### config.mk
export PLATFORM = sky130hd
export DESIGN_NAME = alu_nzcv_unit
export DESIGN_NICKNAME = d
export VERILOG_FILES = /design/src/rtl/alu_nzcv_pkg.sv /design/src/rtl/alu_nzcv_adder.sv /design/src/rtl/alu_nzcv_datapath.sv /design/src/rtl/alu_nzcv_cond.sv /design/src/rtl/alu_nzcv_flagreg.sv /design/src/rtl/alu_nzcv_unit.sv
export SDC_FILE = /design/constraint.sdc
export NUM_CORES = 1
export LEC_CHECK = 0
export BUFFER_PORTS_ARGS = -buffer_cell sky130_fd_sc_hd__buf_2
export CAP_MARGIN = 30
export CORE_ASPECT_RATIO = 0.8
export CORE_MARGIN = 2
export CORE_UTILIZATION = 26
export CTS_CLUSTER_SIZE = 25
export DETAILED_ROUTE_END_ITERATION = 10
export GPL_ROUTABILITY_DRIVEN = 0
export SYNTH_ARGS = -nofsm -noshare
export SYNTH_HDL_FRONTEND = slang
export SYNTH_HIERARCHICAL = 1
export SYNTH_SLANG_ARGS = --single-unit
### constraint.sdc
create_clock -name clk -period 4.9 [get_ports clk]
set_input_delay 0 -clock clk [delete_from_list [all_inputs] [get_ports clk]]
set_output_delay 0 -clock clk [all_outputs]
set_load 0.01 [all_outputs]
### src/rtl/alu_nzcv_pkg.sv
package alu_nzcv_pkg;

    typedef enum logic [3:0] {
        OP_AND = 4'd0,  OP_EOR = 4'd1,  OP_SUB = 4'd2,  OP_RSB = 4'd3,
        OP_ADD = 4'd4,  OP_ADC = 4'd5,  OP_SBC = 4'd6,  OP_RSC = 4'd7,
        OP_TST = 4'd8,  OP_TEQ = 4'd9,  OP_CMP = 4'd10, OP_CMN = 4'd11,
        OP_ORR = 4'd12, OP_MOV = 4'd13, OP_BIC = 4'd14, OP_MVN = 4'd15
    } alu_op_e;

    typedef enum logic [3:0] {
        CC_EQ = 4'd0,  CC_NE = 4'd1,  CC_CS = 4'd2,  CC_CC = 4'd3,
        CC_MI = 4'd4,  CC_PL = 4'd5,  CC_VS = 4'd6,  CC_VC = 4'd7,
        CC_HI = 4'd8,  CC_LS = 4'd9,  CC_GE = 4'd10, CC_LT = 4'd11,
        CC_GT = 4'd12, CC_LE = 4'd13, CC_AL = 4'd14, CC_AX = 4'd15
    } cond_e;

    typedef struct packed {
        logic n;
        logic z;
        logic c;
        logic v;
    } nzcv_t;

    // Test forms: codes 8..11
    function automatic logic is_test_op(alu_op_e op);
        return op[3:2] == 2'b10;
    endfunction

    function automatic logic is_logic_op(alu_op_e op);
        case (op)
            OP_AND, OP_EOR, OP_TST, OP_TEQ,
            OP_ORR, OP_MOV, OP_BIC, OP_MVN: return 1'b1;
            default:                        return 1'b0;
        endcase
    endfunction

    function automatic logic cond_met(cond_e cc, nzcv_t f);
        case (cc)
            CC_EQ:   return f.z;
            CC_NE:   return !f.z;
            CC_CS:   return f.c;
            CC_CC:   return !f.c;
            CC_MI:   return f.n;
            CC_PL:   return !f.n;
            CC_VS:   return f.v;
            CC_VC:   return !f.v;
            CC_HI:   return f.c && !f.z;
            CC_LS:   return !f.c || f.z;
            CC_GE:   return f.n == f.v;
            CC_LT:   return f.n != f.v;
            CC_GT:   return !f.z && (f.n == f.v);
            CC_LE:   return f.z || (f.n != f.v);
            default: return 1'b1;
        endcase
    endfunction

endpackage

### src/rtl/alu_nzcv_adder.sv
module alu_nzcv_adder #(
    parameter int W = 32
) (
    input  logic [W-1:0] x,
    input  logic [W-1:0] y,
    input  logic         cin,
    output logic [W-1:0] sum,
    output logic         cout,
    output logic         ovf
);
    localparam int MSB = W - 1;

    logic [W:0] wide;

    always_comb begin
        wide = {1'b0, x} + {1'b0, y} + {{W{1'b0}}, cin};
        sum  = wide[MSB:0];
        cout = wide[W];
        ovf  = (x[MSB] == y[MSB]) && (wide[MSB] != x[MSB]);
    end
endmodule

### src/rtl/alu_nzcv_datapath.sv
module alu_nzcv_datapath
    import alu_nzcv_pkg::*;
#(
    parameter int W = 32
) (
    input  logic [W-1:0] a,
    input  logic [W-1:0] b,
    input  alu_op_e      op,
    input  nzcv_t        cur,
    input  logic         shift_carry,
    output logic [W-1:0] res,
    output nzcv_t        nxt
);
    localparam int MSB = W - 1;

    logic [W-1:0] add_x, add_y, add_sum, logic_val;
    logic         add_cin, add_cout, add_ovf, is_logic;

    // Operand steering: subtraction is x + ~y + carry-in
    always_comb begin
        add_x   = a;
        add_y   = b;
        add_cin = 1'b0;
        case (op)
            OP_ADC:         add_cin = cur.c;
            OP_SUB, OP_CMP: begin add_y = ~b; add_cin = 1'b1;  end
            OP_SBC:         begin add_y = ~b; add_cin = cur.c; end
            OP_RSB:         begin add_x = b; add_y = ~a; add_cin = 1'b1;  end
            OP_RSC:         begin add_x = b; add_y = ~a; add_cin = cur.c; end
            default:        ;
        endcase
    end

    alu_nzcv_adder #(.W(W)) u_adder (
        .x(add_x), .y(add_y), .cin(add_cin),
        .sum(add_sum), .cout(add_cout), .ovf(add_ovf)
    );

    always_comb begin
        case (op)
            OP_EOR, OP_TEQ: logic_val = a ^ b;
            OP_ORR:         logic_val = a | b;
            OP_MOV:         logic_val = b;
            OP_BIC:         logic_val = a & ~b;
            OP_MVN:         logic_val = ~b;
            default:        logic_val = a & b;
        endcase
    end

    always_comb begin
        is_logic = is_logic_op(op);
        res      = is_logic ? logic_val : add_sum;
        nxt.n    = res[MSB];
        nxt.z    = (res == '0);
        nxt.c    = is_logic ? shift_carry : add_cout;
        nxt.v    = is_logic ? cur.v : add_ovf;
    end
endmodule

### src/rtl/alu_nzcv_cond.sv
module alu_nzcv_cond
    import alu_nzcv_pkg::*;
(
    input  cond_e cc,
    input  nzcv_t f,
    output logic  ok
);
    always_comb ok = cond_met(cc, f);
endmodule

### src/rtl/alu_nzcv_flagreg.sv
module alu_nzcv_flagreg
    import alu_nzcv_pkg::*;
(
    input  logic  clk,
    input  logic  rst,
    input  logic  load,
    input  nzcv_t d,
    output nzcv_t q
);
    always_ff @(posedge clk) begin
        if (rst)       q <= '0;
        else if (load) q <= d;
    end
endmodule

### src/rtl/alu_nzcv_unit.sv
module alu_nzcv_unit
    import alu_nzcv_pkg::*;
#(
    parameter int W = 32
) (
    input  logic         clk,
    input  logic         rst,
    input  logic [W-1:0] op_a,
    input  logic [W-1:0] op_b,
    input  logic [3:0]   opcode,
    input  logic         set_flags,
    input  logic         shift_carry,
    input  logic [3:0]   cond,
    output logic [W-1:0] result,
    output logic         wr_en,
    output logic [3:0]   flags
);
    alu_op_e op;
    cond_e   cc;
    nzcv_t   cur, nxt;
    logic    cond_ok, load;

    assign op = alu_op_e'(opcode);
    assign cc = cond_e'(cond);

    alu_nzcv_cond u_cond (.cc(cc), .f(cur), .ok(cond_ok));

    alu_nzcv_datapath #(.W(W)) u_dp (
        .a(op_a), .b(op_b), .op(op), .cur(cur),
        .shift_carry(shift_carry), .res(result), .nxt(nxt)
    );

    assign load  = set_flags && cond_ok;
    assign wr_en = cond_ok && !is_test_op(op);

    alu_nzcv_flagreg u_flags (
        .clk(clk), .rst(rst), .load(load), .d(nxt), .q(cur)
    );

    assign flags = cur;

    assert_fail_no_write_R9: assert property (@(posedge clk) disable iff (rst)
        !cond_ok |-> !wr_en);
    assert_fail_hold_R9: assert property (@(posedge clk) disable iff (rst)
        !cond_ok |=> $stable(flags));
    assert_no_request_hold_R10: assert property (@(posedge clk) disable iff (rst)
        !set_flags |=> $stable(flags));
    assert_test_no_write_R5: assert property (@(posedge clk) disable iff (rst)
        (opcode[3:2] == 2'b10) |-> !wr_en);
    assert_logic_keeps_v_R4: assert property (@(posedge clk) disable iff (rst)
        (set_flags && cond_ok && is_logic_op(op)) |=> (flags[0] == $past(flags[0])));
    assert_always_writes_R8: assert property (@(posedge clk) disable iff (rst)
        ((cond == 4'd14 || cond == 4'd15) && opcode[3:2] != 2'b10) |-> wr_en);
endmodule

==> impl_results.md <==
* Run status: completed
* Cts bufs inserted at 3
* Die Width at approximately 170 microns
* Yosys cell types at 74
* Initial antenna violation count at 0
* Switch Pwr at 0.6613 mW
* Worst path cell trace: nor2b_1, o21ai_0, nand2_1, fa_2, fa_1, a21o_1, a221oi_2, buf_4, nor3_1, nor2_1, o21bai_1, a21oi_1, xnor2_1, o22a_1, or4_1, nor4_1, buf_4, and4_1, mux2i_1, nor2_1
* DIE HEIGHT at 136.7 microns
* Sequential group share of total power at 0.031
* Core box area at 21620 sq um
* Hold_buf cts at 0
* Yosys reg bits at 4
* Max-Cap Viols at 0
* Slew headroom at 0.2566
* Most flops, register: u_flags/q
* Top cell type's share of synthesized area at 0.1377
* Synth Area in Compound Gates at 0.3912
* Warnings from Yosys at 6
* Most instantiated cells after synthesis: o21ai_0 (101), inv_1 (80), a21oi_1 (75), nand2_1 (75), nor2_1 (75)
* Critical path type: reg2reg
* CTS root buffer: clkbuf_16
* PwrDens at approximately 180 nW/um^2
* Reg2reg setup slack at slightly above 0.3 ns
* Top FF cell, synth: dfxtp_1
* First-pass GRT wire length at ~35000 microns
* Leading area contributor after synthesis: ha_1
* CTS clk-pin slew, worst paths at 0.04 ns
* Slew @ Worst Pin at around 1.1 ns
* Largest regs: u_flags/q: 4 flops
* Fin worst setup slack at approximately 0.31 ns
* Setup TNS at 0 ns
* Total wire length at approximately 23000 microns
* Top cells by area, synth: ha_1 (14%), o21ai_0 (8.8%), a21oi_1 (6.6%)
* H-tree lvl count at 1
* Final hold vios at 0
* Top-count cell post-synth: o21ai_0
* Syn_area_per_cell at 6.383 sq um
* Pins Over Slew Limit at 0
* Via/cell ratio at roughly 5.7
* Tmin final at approximately 4.6 ns
* Largest family of logic cells by synthesized area: compound AO/OA/AOI/OAI gates
* Internal at around 0.57 mW
* CP required at a little over 5 ns
* Largest net degree at the start of global routing at between 50 and 60
* Final Util at 0.3082
* DRT Pass-1 Iters at 6
* Vias at ~7100
* Crit-path slowest cell: or4_1
* Unrepaired setup endpoints after global routing: false
* Setup WS pre-CTS at around 0.070 ns
* Clk sinks at 4
* Detail Route Antenna Nets at 0
* Gr ovfl total at 0
* Switching part of the total at 0.5391
* Setup-failing EPs final at 0
* Max frequency at 217.6 MHz
* Post-synthesis simple-gate area fraction at 0.2458
* Port bufs at 112
* Die ar. at around 23000 sq um
* Worst Hold Class: in2reg
* Clock skew at between 0.002 and 0.003 ns
* Critical-path maximum fanout at 5
* Slowest stage delay, CP at 0.51 ns
* Share of layout cells above drive strength 1 at 0.1701
* Post-Syn Nets at between 1000 and 1500
* Adder-cell share of the synthesized area at 0.1447
* CTS max path bufs at 2
* Mapped Area at approximately 5700 sq um
* Final HPWL DP at roughly 17000 microns
* Number of flops mapped to enable cells by yosys at 0
* DRC violations left at 0
* Multiplexer area fraction after synthesis at 0.02185
* CTS tree: yes
* Final worst-path cycle share at 0.9377
* Max reg flops at 4
* XOR/XNOR Fraction of Synth Area at 0.07649
* PostCTS Resize Cnt at 0
* Worst setup EP type: flip-flop
* Final nets at about 1100
* Starting DRT DRC Count at roughly 680
* Clock Power Share at 0.110
* VDD IR max at 0.0001300 V
* I/O pin cnt at around 110
* Initial Util at 0.2648
* Post-synthesis sequential area ratio at 0.01399
* Vias in the first global route at approximately 6400
* Diodes inserted at 0
* GRT Overall Usage at 0.1870
* DR WL/cell at 18.02 microns
* CP startpoint kind: flip-flop
* Combinational power share at 0.859
* CP arrival at 4.76 ns
* Asr flop ratio synth at 0
* Area Overhead vs Synth at 16.39%
* Row count at 48
* Setup Buffers After CTS at 0
* P_leak at 3.070 nW
* Post-Synthesis Cells at between 800 and 900
* Clock Latency Late Sink at 0.23 ns
==> routing by layer <==
metal	wire (microns)	up-vias	share of wire	GRT usage
met2	9301	329	0.41	0.2891
li1	-	3454	-	-
met4	321	0	0.014	0.03514
met1	11070	3285	0.49	0.2808
met3	1853	24	0.082	0.01851
met5	0	-	0	0
==> through the flow <==
step	power, mW	hold WS, ns	std cells	instance area [sq um]
after detailed placement	1.067	0.2549	1248	6576
after global placement	1.063	0.2596	1248	6576
after floorplan	0.7319	0.07238	897	5737
after global routing	1.329	0.02622	1251	6664
final	1.227	0.02471	1251	6664
after CTS	1.210	0.01341	1251	6651
==> cells by family (layout without fill, tap and decap cells) <==
logic type	Yosys count	after routing
buf+inv	147	226
compound gates	336	336
simple gates	283	283
fa+ha+maj	65	65
flops	4	4
xor+xnor	50	50
mux	12	12
==> power by group through the flow <==
stage	logic [mW]	clock network [mW]	registers, mW
after global placement	1.02	0	0.0387
after CTS	1.04	0.137	0.0384
final	1.05	0.135	0.0383
after floorplan	0.693	0	0.0390
after global routing	1.15	0.141	0.0389
after detailed placement	1.03	0	0.0388
==> path summary, 6_finish.rpt <==
path	startpoint	end	cells past startpoint
worst min-delay path	rst	u_flags/q[0]	2
worst max-delay path	u_flags/q[1]	u_flags/q[2]	20
worst min register to register	u_flags/q[1]	u_flags/q[1]	2
worst max register to register	u_flags/q[1]	u_flags/q[2]	20
==> cell usage in the layout, fill, tap and decap left out, types with 4 or more instances in the layout <==
master and n:
a211oi_1 4, a21o_1 17, a21oi_1 75, a221oi_1 7, a22o_1 5, a22oi_1 4, a31oi_1 17, a32o_1 7
a32oi_1 4, and3_1 8, and4b_1 5, buf_2 112, buf_4 29, dfxtp_1 4, ha_1 63, inv_1 80
mux2_2 4, mux2i_1 8, nand2_1 75, nand2b_1 6, nand3_1 20, nand4_1 9, nor2_1 75, nor2b_1 30
nor3_1 14, nor3b_1 5, nor4_1 4, o2111ai_1 9, o211ai_1 18, o21ai_0 101, o21bai_1 8, o22a_1 12
o22ai_1 5, o2bb2ai_1 4, o31ai_1 9, or3_1 13, xnor2_1 40, xor2_1 10
==> final cells by class <==
cell class | count | area (sq um)
clock buffers | 3 | 75.07
fillers | 2456 | 14960
inverters | 81 | 304.0
multi-input cells | 746 | 5071
flip-flops and latches | 4 | 80.08
well taps | 275 | 344.1
repair buffers | 142 | 789.5
==> critical path, delay by kind of cell, from the launching register on <==
family	cells	cell delay, ns
AOI/OAI and AO/OA	6	1.26
xor gates and xnor gates	1	0.10
adders and majority gates	2	0.80
buffers and inverters	2	0.35
DFF	1	0.33
muxes	1	0.07
and+or+nand+nor	8	1.64
Power figures use the tool's default switching activity.
